[src/rtl/irq_agg_pkg.sv]
`timescale 1ns/1ps
package irq_agg_pkg;
  localparam int unsigned DATA_W = 32;
  localparam int unsigned N_GRP  = 3;
  localparam int unsigned ADDR_W = 5;
  localparam int unsigned OFF_W  = 3;
  localparam int unsigned PAGE_W = ADDR_W - OFF_W;

  // group pages; the page index equals the summary bit position
  localparam logic [PAGE_W-1:0] PAGE_RX   = 2'd0;
  localparam logic [PAGE_W-1:0] PAGE_TX   = 2'd1;
  localparam logic [PAGE_W-1:0] PAGE_MISC = 2'd2;
  localparam logic [PAGE_W-1:0] PAGE_SUM  = 2'd3;

  // offsets inside a group page
  localparam logic [OFF_W-1:0] OFF_CAUSE = 3'd0;
  localparam logic [OFF_W-1:0] OFF_MSET  = 3'd1;
  localparam logic [OFF_W-1:0] OFF_MCLR  = 3'd2;
  localparam logic [OFF_W-1:0] OFF_MVAL  = 3'd3;
  localparam logic [OFF_W-1:0] OFF_VIEW  = 3'd4;
  localparam logic [OFF_W-1:0] OFF_MODE  = 3'd5;

  // offsets inside the summary page
  localparam logic [OFF_W-1:0] OFF_SCAUSE = 3'd0;
  localparam logic [OFF_W-1:0] OFF_SMASK  = 3'd1;
endpackage

[src/rtl/irq_rst_sync.sv]
`timescale 1ns/1ps
module irq_rst_sync #(
  parameter int unsigned STAGES = 2
) (
  input  logic clk,
  input  logic rst_n,
  output logic rst_sync_n
);
  logic [STAGES-1:0] sync_q;

  always_ff @(posedge clk or negedge rst_n) begin
    if (!rst_n) sync_q <= '0;
    else        sync_q <= {sync_q[STAGES-2:0], 1'b1};
  end

  assign rst_sync_n = sync_q[STAGES-1];
endmodule

[src/rtl/irq_cause_group.sv]
`timescale 1ns/1ps
module irq_cause_group #(
  parameter int unsigned             W    = 32,
  parameter logic        [W-1:0]     IMPL = '1
) (
  input  logic         clk,
  input  logic         rst_n,
  input  logic [W-1:0] evt_i,
  input  logic         wr_cause_i,
  input  logic         rd_cause_i,
  input  logic         wr_mset_i,
  input  logic         wr_mclr_i,
  input  logic         wr_mode_i,
  input  logic [W-1:0] wdata_i,
  output logic [W-1:0] cause_o,
  output logic [W-1:0] mask_o,
  output logic         cor_o,
  output logic         pend_o
);
  logic [W-1:0] cause_q, cause_d;
  logic [W-1:0] mask_q,  mask_d;
  logic         cor_q,   cor_d;
  logic [W-1:0] clr_vec;
  logic [W-1:0] evt_kept;
  logic         cause_en, mask_en, mode_en;

  // next-state logic
  always_comb begin
    evt_kept = evt_i & IMPL;
    clr_vec  = '0;
    if (cor_q) begin
      if (rd_cause_i) clr_vec = '1;
    end else if (wr_cause_i) begin
      clr_vec = wdata_i;
    end
    // events are ORed in after the clear so a same-edge hit survives
    cause_d  = ((cause_q & ~clr_vec) | evt_kept) & IMPL;
    cause_en = (|clr_vec) | (|evt_kept);

    mask_d = mask_q;
    if (wr_mset_i) mask_d = mask_q | wdata_i;
    if (wr_mclr_i) mask_d = mask_q & ~wdata_i;
    mask_en = wr_mset_i | wr_mclr_i;

    cor_d   = &wdata_i;
    mode_en = wr_mode_i;
  end

  // state registers
  always_ff @(posedge clk or negedge rst_n) begin
    if (!rst_n) begin
      cause_q <= '0;
      mask_q  <= '1;
      cor_q   <= 1'b0;
    end else begin
      if (cause_en) cause_q <= cause_d;
      if (mask_en)  mask_q  <= mask_d;
      if (mode_en)  cor_q   <= cor_d;
    end
  end

  assign cause_o = cause_q;
  assign mask_o  = mask_q;
  assign cor_o   = cor_q;
  assign pend_o  = |(cause_q & ~mask_q);

  // an event bit is present after the edge that sampled it
  assert_set_wins_R2: assert property (@(posedge clk) disable iff (!rst_n)
    (|(evt_i & IMPL)) |=> ((cause_q & $past(evt_i & IMPL)) == $past(evt_i & IMPL)));

  // a clear-on-read read with no new event leaves the word empty
  assert_cor_empties_R4: assert property (@(posedge clk) disable iff (!rst_n)
    (cor_q && rd_cause_i && !(|evt_i)) |=> (cause_q == '0));

  // a read in write-ones-to-clear mode loses no bit
  assert_w1c_read_keeps_R3: assert property (@(posedge clk) disable iff (!rst_n)
    (!cor_q && rd_cause_i && !wr_cause_i) |=> ((cause_q & $past(cause_q)) == $past(cause_q)));

  // bits written to the set port are masked afterwards
  assert_mask_set_R5: assert property (@(posedge clk) disable iff (!rst_n)
    wr_mset_i |=> ((mask_q & $past(wdata_i)) == $past(wdata_i)));

  // bits outside the implemented set never appear
  assert_impl_only_R10: assert property (@(posedge clk) disable iff (!rst_n)
    ((cause_q & ~IMPL) == '0));
endmodule

[src/rtl/irq_summary.sv]
`timescale 1ns/1ps
module irq_summary #(
  parameter int unsigned N = 3
) (
  input  logic         clk,
  input  logic         rst_n,
  input  logic [N-1:0] pend_i,
  input  logic         rd_sum_i,
  input  logic         wr_smask_i,
  input  logic [N-1:0] wdata_i,
  output logic [N-1:0] sum_o,
  output logic [N-1:0] smask_o,
  output logic         irq_o
);
  logic [N-1:0] sum_q,   sum_d;
  logic [N-1:0] smask_q, smask_d;
  logic         sum_en;

  always_comb begin
    sum_d   = (rd_sum_i ? '0 : sum_q) | pend_i;
    sum_en  = rd_sum_i | (|pend_i);
    smask_d = wdata_i;
  end

  always_ff @(posedge clk or negedge rst_n) begin
    if (!rst_n) begin
      sum_q   <= '0;
      smask_q <= '1;
    end else begin
      if (sum_en)     sum_q   <= sum_d;
      if (wr_smask_i) smask_q <= smask_d;
    end
  end

  assign sum_o   = sum_q;
  assign smask_o = smask_q;
  assign irq_o   = |(sum_q & ~smask_q);

  // a pending group shows in the summary after the edge
  assert_sum_follows_R7: assert property (@(posedge clk) disable iff (!rst_n)
    (|pend_i) |=> ((sum_q & $past(pend_i)) == $past(pend_i)));

  // without a read, summary bits only accumulate
  assert_sum_sticky_R7: assert property (@(posedge clk) disable iff (!rst_n)
    !rd_sum_i |=> ((sum_q & $past(sum_q)) == $past(sum_q)));

  // a fully masked summary keeps the line low
  assert_irq_gated_R9: assert property (@(posedge clk) disable iff (!rst_n)
    (&smask_q) |-> !irq_o);
endmodule

[src/rtl/irq_cause_agg.sv]
`timescale 1ns/1ps
module irq_cause_agg #(
  parameter int unsigned TX_QUEUES = 24
) (
  input  logic                               clk,
  input  logic                               rst_n,
  input  logic                               bus_req_i,
  input  logic                               bus_we_i,
  input  logic [irq_agg_pkg::ADDR_W-1:0]     bus_addr_i,
  input  logic [irq_agg_pkg::DATA_W-1:0]     bus_wdata_i,
  output logic [irq_agg_pkg::DATA_W-1:0]     bus_rdata_o,
  output logic                               bus_rvalid_o,
  input  logic [irq_agg_pkg::DATA_W-1:0]     rx_evt_i,
  input  logic [irq_agg_pkg::DATA_W-1:0]     tx_evt_i,
  input  logic [irq_agg_pkg::DATA_W-1:0]     misc_evt_i,
  output logic                               irq_o
);
  import irq_agg_pkg::*;

  localparam logic [DATA_W-1:0] TX_IMPL  = (DATA_W'(1) << (TX_QUEUES + 1)) - DATA_W'(1);
  localparam logic [DATA_W-1:0] ALL_IMPL = '1;

  logic                    rst_sync_n;
  logic [PAGE_W-1:0]       page;
  logic [OFF_W-1:0]        off;
  logic                    rd_req, wr_req;
  logic [DATA_W-1:0]       evt   [N_GRP];
  logic [DATA_W-1:0]       cause [N_GRP];
  logic [DATA_W-1:0]       mask  [N_GRP];
  logic [N_GRP-1:0]        cor;
  logic [N_GRP-1:0]        pend;
  logic [N_GRP-1:0]        sum, smask;
  logic                    rd_sum, wr_smask;
  logic [DATA_W-1:0]       rd_mux;
  logic [DATA_W-1:0]       rdata_q;
  logic                    rvalid_q;

  irq_rst_sync #(.STAGES(2)) u_rst_sync (
    .clk        (clk),
    .rst_n      (rst_n),
    .rst_sync_n (rst_sync_n)
  );

  assign page   = bus_addr_i[ADDR_W-1:OFF_W];
  assign off    = bus_addr_i[OFF_W-1:0];
  assign rd_req = bus_req_i & ~bus_we_i;
  assign wr_req = bus_req_i &  bus_we_i;

  assign evt[PAGE_RX]   = rx_evt_i;
  assign evt[PAGE_TX]   = tx_evt_i;
  assign evt[PAGE_MISC] = misc_evt_i;

  for (genvar g = 0; g < N_GRP; g++) begin : g_grp
    logic sel;
    assign sel = (page == PAGE_W'(g));

    irq_cause_group #(
      .W    (DATA_W),
      .IMPL ((PAGE_W'(g) == PAGE_TX) ? TX_IMPL : ALL_IMPL)
    ) u_group (
      .clk        (clk),
      .rst_n      (rst_sync_n),
      .evt_i      (evt[g]),
      .wr_cause_i (wr_req & sel & (off == OFF_CAUSE)),
      .rd_cause_i (rd_req & sel & (off == OFF_CAUSE)),
      .wr_mset_i  (wr_req & sel & (off == OFF_MSET)),
      .wr_mclr_i  (wr_req & sel & (off == OFF_MCLR)),
      .wr_mode_i  (wr_req & sel & (off == OFF_MODE)),
      .wdata_i    (bus_wdata_i),
      .cause_o    (cause[g]),
      .mask_o     (mask[g]),
      .cor_o      (cor[g]),
      .pend_o     (pend[g])
    );
  end

  assign rd_sum   = rd_req & (page == PAGE_SUM) & (off == OFF_SCAUSE);
  assign wr_smask = wr_req & (page == PAGE_SUM) & (off == OFF_SMASK);

  irq_summary #(.N(N_GRP)) u_summary (
    .clk        (clk),
    .rst_n      (rst_sync_n),
    .pend_i     (pend),
    .rd_sum_i   (rd_sum),
    .wr_smask_i (wr_smask),
    .wdata_i    (bus_wdata_i[N_GRP-1:0]),
    .sum_o      (sum),
    .smask_o    (smask),
    .irq_o      (irq_o)
  );

  // read multiplexer
  always_comb begin
    rd_mux = '0;
    if (page == PAGE_SUM) begin
      if (off == OFF_SCAUSE) rd_mux = {{(DATA_W-N_GRP){1'b0}}, sum};
      if (off == OFF_SMASK)  rd_mux = {{(DATA_W-N_GRP){1'b1}}, smask};
    end else begin
      for (int g = 0; g < N_GRP; g++) begin
        if (page == PAGE_W'(g)) begin
          if (off == OFF_CAUSE) rd_mux = cause[g];
          if (off == OFF_MVAL)  rd_mux = mask[g];
          if (off == OFF_VIEW)  rd_mux = cause[g] & ~mask[g];
          if (off == OFF_MODE)  rd_mux = {DATA_W{cor[g]}};
        end
      end
    end
  end

  always_ff @(posedge clk or negedge rst_sync_n) begin
    if (!rst_sync_n) begin
      rdata_q  <= '0;
      rvalid_q <= 1'b0;
    end else begin
      if (rd_req) rdata_q <= rd_mux;
      rvalid_q <= rd_req;
    end
  end

  assign bus_rdata_o  = rdata_q;
  assign bus_rvalid_o = rvalid_q;

  // a read of the summary word returns what the summary held
  assert_sum_read_R11: assert property (@(posedge clk) disable iff (!rst_sync_n)
    rd_sum |=> (bus_rvalid_o && (bus_rdata_o[N_GRP-1:0] == $past(sum))
                && (bus_rdata_o[DATA_W-1:N_GRP] == '0)));
endmodule

[config.mk]
export PLATFORM = sky130hd
export DESIGN_NAME = irq_cause_agg
export DESIGN_NICKNAME = d
export VERILOG_FILES = /design/src/rtl/irq_agg_pkg.sv /design/src/rtl/irq_rst_sync.sv /design/src/rtl/irq_cause_group.sv /design/src/rtl/irq_summary.sv /design/src/rtl/irq_cause_agg.sv
export SDC_FILE = /design/constraint.sdc
export NUM_CORES = 1
export LEC_CHECK = 0
export ABC_AREA = 1
export BUFFER_PORTS_ARGS = -buffer_cell sky130_fd_sc_hd__buf_2
export CAP_MARGIN = 20
export CORE_AREA = 2 2 191 146
export CTS_BUF_LIST = sky130_fd_sc_hd__clkbuf_4 sky130_fd_sc_hd__clkbuf_8
export DETAILED_ROUTE_END_ITERATION = 8
export DIE_AREA = 0 0 193 148
export PLACE_DENSITY = 0.76
export SKIP_LAST_GASP = 1
export SYNTH_ARGS = -nofsm -noshare
export SYNTH_HDL_FRONTEND = slang
export SYNTH_SLANG_ARGS = --single-unit
[constraint.sdc]
create_clock -name clk -period 8.3 [get_ports clk]
set_input_delay 0.83 -clock clk [delete_from_list [all_inputs] [get_ports clk]]
set_output_delay 0.83 -clock clk [all_outputs]
set_load 0.02 [all_outputs]
==> impl_metrics.yaml, run 1 <==
worst_setup_path:
  path_cells: "buf_2 -> nand2_2 -> inv_1 -> buf_16 -> o21ai_0 -> nand2_1 -> nand2_1 -> nand2_1 -> nand3_1 -> nand2_1 -> nand2_1 -> nand2_1 -> nand2_1 -> nand2_1 -> a21oi_1"
  reg2reg_slack_ps: 5980
  cp.required_ps: 8730
  criticalPathCategory: "in2reg"
  max_stage_delay_ps: 660
  arrival_ps: 3580
  worst_path_most_repeated_cell: "nand2_1"
  slowest_stage: "inv_1"
  crit_fanout: 45
  startpoint: "bus_addr_i[2]"
  critical_path.top_delay_family: "simple AND/OR/NAND/NOR gates"
  critPathBufInv: 3
  endpoint_kind: "flop"
  r2r_start: "g_grp[0].u_group.cor_o$_DFFE_PN0P_"
  worstSetupStartpointType: "input port"
job:
  drv_cap: 0
clocking:
  htreeDepth: 2
  post_cts_resized: 0
  cts_buffers: 39
  cts_tree: "yes"
  clkLatencyLatePin_ps: 580
  cts_buffer_depth: 3
  postCtsHoldBufs: 0
  cts_sinks: 229
  post_cts_buffers: 0
  cts_root_buf: "clkbuf_8"
  clk_pin_slew_worst_paths_ps: 60
synthesis:
  ys_seq_area_share_pct: 43.4
  yosysMostFrequentCell: "nand2_1"
  synthDistinctLibCells: 40
  ys_top_cells_by_area: "dfrtp_1 (24%), dfstp_2 (19%), nand2_1 (12%)"
  synth_commonest_cells: "nand2_1 (415), inv_1 (266), o21ai_0 (196)"
  synth_edf_count: 0
  avgSynthCellArea_sq_um: 7.71
  async_flop_share_pct: 100
  syn_nets: 1888
  synth_top_area_share_pct: 24.1
  syn_area_sq_um: 13500
  ys_seq_elements: 229
  synth_cells: 1751
  yosysWarnings: 0
  yosys_most_used_dff: "dfrtp_1"
  synth_top_area_cell: "dfrtp_1"
final_layout:
  areaGrowthSynthToFinish_pct: 15.0
  n_antenna_cell: 0
  nNetsFinal: 2017
  final_layout_size_suffix_gt1_share_pct: 22.5
timing:
  period_share_pct: 38.0
  setup_tns_ps: 0
  fin_ws_ps: 5150
  maxSlewHeadroom_pct: 35.4
  max_slew.worst_pin.slew_ps: 967
  period_minus_slack_ps: 3150
  fmax_mhz: 317
  rsz0062_at_grt: "false"
  clock_skew_ps: 31.9
  drv_slew: 0
  final_hold_viol_count: 0
  setup_viol: 0
routing:
  viasPerCell: 5.94
  route.detailed.drc: 0
  routed_wl_microns: 47300
  drtIter0Drc: 1521
  ant_nets: 0
  vias: 13400
  avgRoutedWirePerCell_microns: 20.9
  drt_pass1_iterations: 8
floorplan:
  die_x_microns: 193
  core_area_sq_um: 26700
  fp.dieH_microns: 148
  fp-row-count: 52
  io_pins: 171
  die-area_sq_um: 28600
  start_util_pct: 50.6
power:
  p_int_uw: 2000
  p_leak_uw: 0.00854
  p_per_area_nw_per_um2: 182
  pwr-share-clk_pct: 41.5
  switchingPower_uw: 826
  power_frac_comb_pct: 15.3
  ir_worst_vdd_mv: 0.129
  p_sw_share_pct: 29.2
  p_seq_share_pct: 43.1
  power_uw: 2830
place:
  post-place-ws_ps: 4270
  io_buffers: 163
  hpwl_microns: 31000
  globalplace.congestion: 0.941
grt:
  overflow: 0
  grt_pass1_vias: 13200
  grt_pass1_wl_microns: 73000
  antenna_found_initial: 1
  track_usage_pct: 33.6
  grt_start_max_net_pins: 85
min_path:
  min_path_type: "in2async"
outcome:
  status: "complete, no violations"
-- cell usage in the layout, fill, tap and decap left out, types with 3 or more instances in the layout --
| cell | netlist | layout |
|---|---|---|
| a21oi_1 | 37 | 36 |
| a31o_2 | 47 | 47 |
| a41oi_1 | 8 | 8 |
| buf_2 | 36 | 163 |
| buf_4 | 2 | 26 |
| clkbuf_4 | 0 | 13 |
| clkbuf_8 | 0 | 52 |
| clkinv_2 | 0 | 3 |
| dfrtp_1 | 130 | 129 |
| dfstp_2 | 99 | 99 |
| inv_1 | 266 | 266 |
| inv_2 | 4 | 4 |
| mux2i_1 | 96 | 96 |
| nand2_1 | 415 | 414 |
| nand3_1 | 44 | 43 |
| nand4_1 | 44 | 44 |
| nor2_1 | 93 | 90 |
| nor2_2 | 3 | 6 |
| nor3_1 | 8 | 8 |
| nor3_4 | 0 | 4 |
| nor4_1 | 17 | 17 |
| o2111ai_1 | 5 | 5 |
| o211ai_1 | 6 | 6 |
| o21ai_0 | 196 | 196 |
| o21ai_1 | 25 | 25 |
| o21bai_1 | 37 | 37 |
| o221ai_1 | 27 | 27 |
| o22ai_1 | 16 | 16 |
| o31ai_1 | 6 | 6 |
-- routing by layer --
metal | track usage (%) | up-vias | wire length (microns)
li1 | - | 6055 | -
met1 | 46.6 | 6378 | 18800
met2 | 50.3 | 849 | 20800
met3 | 7.69 | 149 | 5860
met4 | 14.5 | 0 | 1850
met5 | 0 | - | 0
-- through the flow --
step	instances	cell area, sq um	utilization [%]	hold WS [ps]
6_report	2260	15500	58.2	54.0
3_5_place_dp	2186	14600	54.6	339
2_1_floorplan	1751	13500	-	331
4_1_cts	2256	15400	57.9	38.9
3_3_place_gp	2186	14600	54.6	335
5_1_grt	2260	15500	58.2	45.2
-- cell type report --
cell class                 count  area, sq um
multi-input combinational   1146         6230
tap                          351          439
clock buffer                  65          813
sequential                   229         5860
timing repair buffer         193         1080
inverter                     271         1020
fill                        2434        11200
clock inverter                 5         75.1
-- final timing paths --
| kind | to | cells past startpoint |
|---|---|---|
| setup / recovery | bus_rdata_o[7]$_DFFE_PN0P_ | 15 |
| hold / removal | u_rst_sync.sync_q[1]$_DFF_PN0_ | 1 |
| setup reg to reg | bus_rdata_o[30]$_DFFE_PN0P_ | 10 |
| hold reg to reg | u_rst_sync.sync_q[1]$_DFF_PN0_ | 0 |
| max in group asynchronous | bus_rdata_o[15]$_DFFE_PN0P_ | 2 |
| min in group clk | u_rst_sync.sync_q[1]$_DFF_PN0_ | 0 |
-- cell families (layout without fill, tap and decap cells) --
kind of cell | count (synthesis) | after routing | synth area share, %
DFF | 229 | 229 | 43.4
other | 1 | 1 | 0.0278
and+or+nand+nor | 633 | 633 | 19.6
muxes | 96 | 96 | 7.12
AOI/OAI and AO/OA | 416 | 416 | 19.0
buffers and inverters | 376 | 534 | 10.9
-- power by group through the flow --
stage	Clock (uW)	Sequential [uW]	Combinational [uW]
floorplan	0	1270	213
global placement	0	1240	415
detailed placement	0	1240	422
CTS	1180	1220	425
global route	1230	1230	474
finish	1170	1220	434
Power figures use the tool's default switching activity.
==> run 2, diff against run 1 <==
ABC_AREA = 0   (was 1)
CORE_AREA = 2 2 186 143   (was 2 2 191 146)
DIE_AREA = 0 0 188 145   (was 0 0 193 148)
clock period = 3.15 ns   (was 8.3 ns; I/O delays follow)
==> impl_metrics.yaml, run 2 <==
floorplan:
  start_util_pct: 50.2
  fp.dieH_microns: 145
  fp-row-count: 51
  die-area_sq_um: 27300
  io_pins: 171
  die_x_microns: 188
  core_area_sq_um: 25500
final_layout:
  final_layout_size_suffix_gt1_share_pct: 32.9
  final.fill_count: 2126
  areaGrowthSynthToFinish_pct: 23.0
  nNetsFinal: 1713
  final_common_cell: "nand2_1"
  seqCellArea_sq_um: 5860
  fin_util_pct: 61.8
  final_cell_mix: "nand2_1 (274), buf_2 (163), dfrtp_1 (129)"
  multi_input_area_sq_um: 6160
worst_setup_path:
  arrival_ps: 2780
  endpoint_kind: "flop"
  crit_fanout: 9
  critical_path.top_delay_family: "compound AO/OA/AOI/OAI gates"
  worstSetupStartpointType: "flop"
  path_cells: "and3b_1 -> nand2b_1 -> a21oi_1 -> o32ai_1 -> o22a_1"
  max_stage_delay_ps: 740
  critPathBufInv: 0
  cp.required_ps: 3650
  criticalPathCategory: "reg2reg"
  slowest_stage: "o32ai_1"
timing:
  period_share_pct: 72.4
  period_minus_slack_ps: 2280
  clock_skew_ps: 25.8
  hold-worst-slack_ps: 48.5
  fmax_mhz: 439
  maxSlewHeadroom_pct: 28.5
  setup_viol: 0
  fin_ws_ps: 870
  rsz0062_at_grt: "false"
  final_hold_viol_count: 0
  max_slew.worst_pin.slew_ps: 1050
  setup_tns_ps: 0
  drv_slew: 0
synthesis:
  synth_commonest_cells: "nand2_1 (275), dfrtp_1 (130), dfstp_2 (99)"
  yosys_most_used_dff: "dfrtp_1"
  yosysMostFrequentCell: "nand2_1"
  async_flop_share_pct: 100
  synth_top_area_share_pct: 25.4
  syn_nets: 1479
  synth_top_area_cell: "dfrtp_1"
  syn_area_sq_um: 12800
  ys_seq_elements: 229
  ys_seq_area_share_pct: 45.8
  avgSynthCellArea_sq_um: 9.53
  synthDistinctLibCells: 71
  synth_edf_count: 0
  synth_cells: 1342
  ys_top_cells_by_area: "dfrtp_1 (25%), dfstp_2 (20%), nand2_1 (8.1%)"
  yosysWarnings: 0
clocking:
  cts_tree: "yes"
  clkLatencyLatePin_ps: 560
  cts_buffers: 39
  post_cts_buffers: 0
  htreeDepth: 2
  cts_sinks: 229
  clk_pin_slew_worst_paths_ps: 70
  cts_buffer_depth: 3
  cts_root_buf: "clkbuf_8"
grt:
  grt_pass1_vias: 12000
  grt_pass1_wl_microns: 73300
  grt_start_max_net_pins: 77
  overflow: 0
  track_usage_pct: 35.1
  antenna_found_initial: 5
routing:
  routed_wl_microns: 48600
  vias: 12700
  drt_pass1_iterations: 6
  route.detailed.drc: 0
  viasPerCell: 6.48
  ant_nets: 0
  avgRoutedWirePerCell_microns: 24.9
  drtIter0Drc: 1693
place:
  io_buffers: 163
  post-place-ws_ps: 586
  hpwl_microns: 33500
  globalplace.congestion: 0.969
outcome:
  status: "complete, no violations"
power:
  p_per_area_nw_per_um2: 513
  p_leak_uw: 0.00689
  ir_worst_vdd_mv: 0.347
  power_uw: 8070
min_path:
  min_path_type: "in2reg"
job:
  drv_cap: 0
[run 2: changes by cell type after synthesis, sizes merged, moves of 36 or more]
cell	previous run	this run
o21bai	37	1
a31o	47	92
mux2i	96	25
inv	270	81
mux2	0	67
a32oi	0	42
o21ai	221	38
nor2	96	19
nand2	416	275
[run 2: metal layers]
layer	share of wire [%]	up-vias	wire (microns)	track usage (%)
met5	0.027	-	13	0
met4	2.6	2	1270	11.5
met3	16	111	7670	13.3
met2	41	952	19900	47.7
met1	41	6173	19700	51.1
li1	-	5413	-	-
[run 2: logic make-up (layout without fill, tap and decap cells)]
family | after synthesis | count (layout) | share of synthesized area (%)
AOI/OAI and AO/OA | 431 | 431 | 25.0
xor gates and xnor gates | 1 | 1 | 0.0685
buffers and inverters | 187 | 449 | 6.31
DFF | 229 | 229 | 45.8
muxes | 92 | 92 | 8.30
other | 1 | 4 | 0.0293
and+or+nand+nor | 401 | 401 | 14.5
[run 2: timing repair]
action                    in CTS  in global routing
hold buffers                  89                  1
hold endpoints to repair      90                  1
gates resized for setup        0                  0
[run 2: worst paths after layout]
| check | slack [ps] | endpoint | depth (start not counted) | start |
|---|---|---|---|---|
| max | 870 | bus_rdata_o[14]$_DFFE_PN0P_ | 5 | g_grp[1].u_group.cor_o$_DFFE_PN0P_ |
| min | 50 | flop | 2 | bus_wdata_i[27] |
| max reg2reg | 870 | bus_rdata_o[14]$_DFFE_PN0P_ | 5 | g_grp[1].u_group.cor_o$_DFFE_PN0P_ |
| min reg2reg | 350 | u_rst_sync.sync_q[1]$_DFF_PN0_ | 0 | u_rst_sync.sync_q[0]$_DFF_PN0_ |
| max in group asynchronous | 1890 | async pin | 1 | u_rst_sync.sync_q[1]$_DFF_PN0_ |
| min in group asynchronous | 90 | u_rst_sync.sync_q[1]$_DFF_PN0_ | 2 | rst_n |
[run 2: where the power goes]
group	switching, uW	total, uW	internal, uW
combinational	838	1470	635
sequential	300	3700	3400
clock	1270	2890	1630
total	2400	8070	5670
[run 2: final cells by class]
| class | instances | share of cell area (%) |
|---|---|---|
| repair buffers | 299 | 13.7 |
| diodes | 3 | 0.0477 |
| inverters | 81 | 1.93 |
| clock buffers | 68 | 5.23 |
| clock inverters | 1 | 0.0318 |
| flip-flops and latches | 229 | 37.2 |
| multi-input cells | 926 | 39.1 |
| well taps | 344 | 2.73 |
[run 2: stage by stage]
stage | cells | area [sq um]
4_1_cts | 1947 | 15700
3_5_place_dp | 1789 | 14000
2_1_floorplan | 1342 | 12800
3_3_place_gp | 1789 | 14000
5_1_grt | 1949 | 15700
6_report | 1951 | 15700
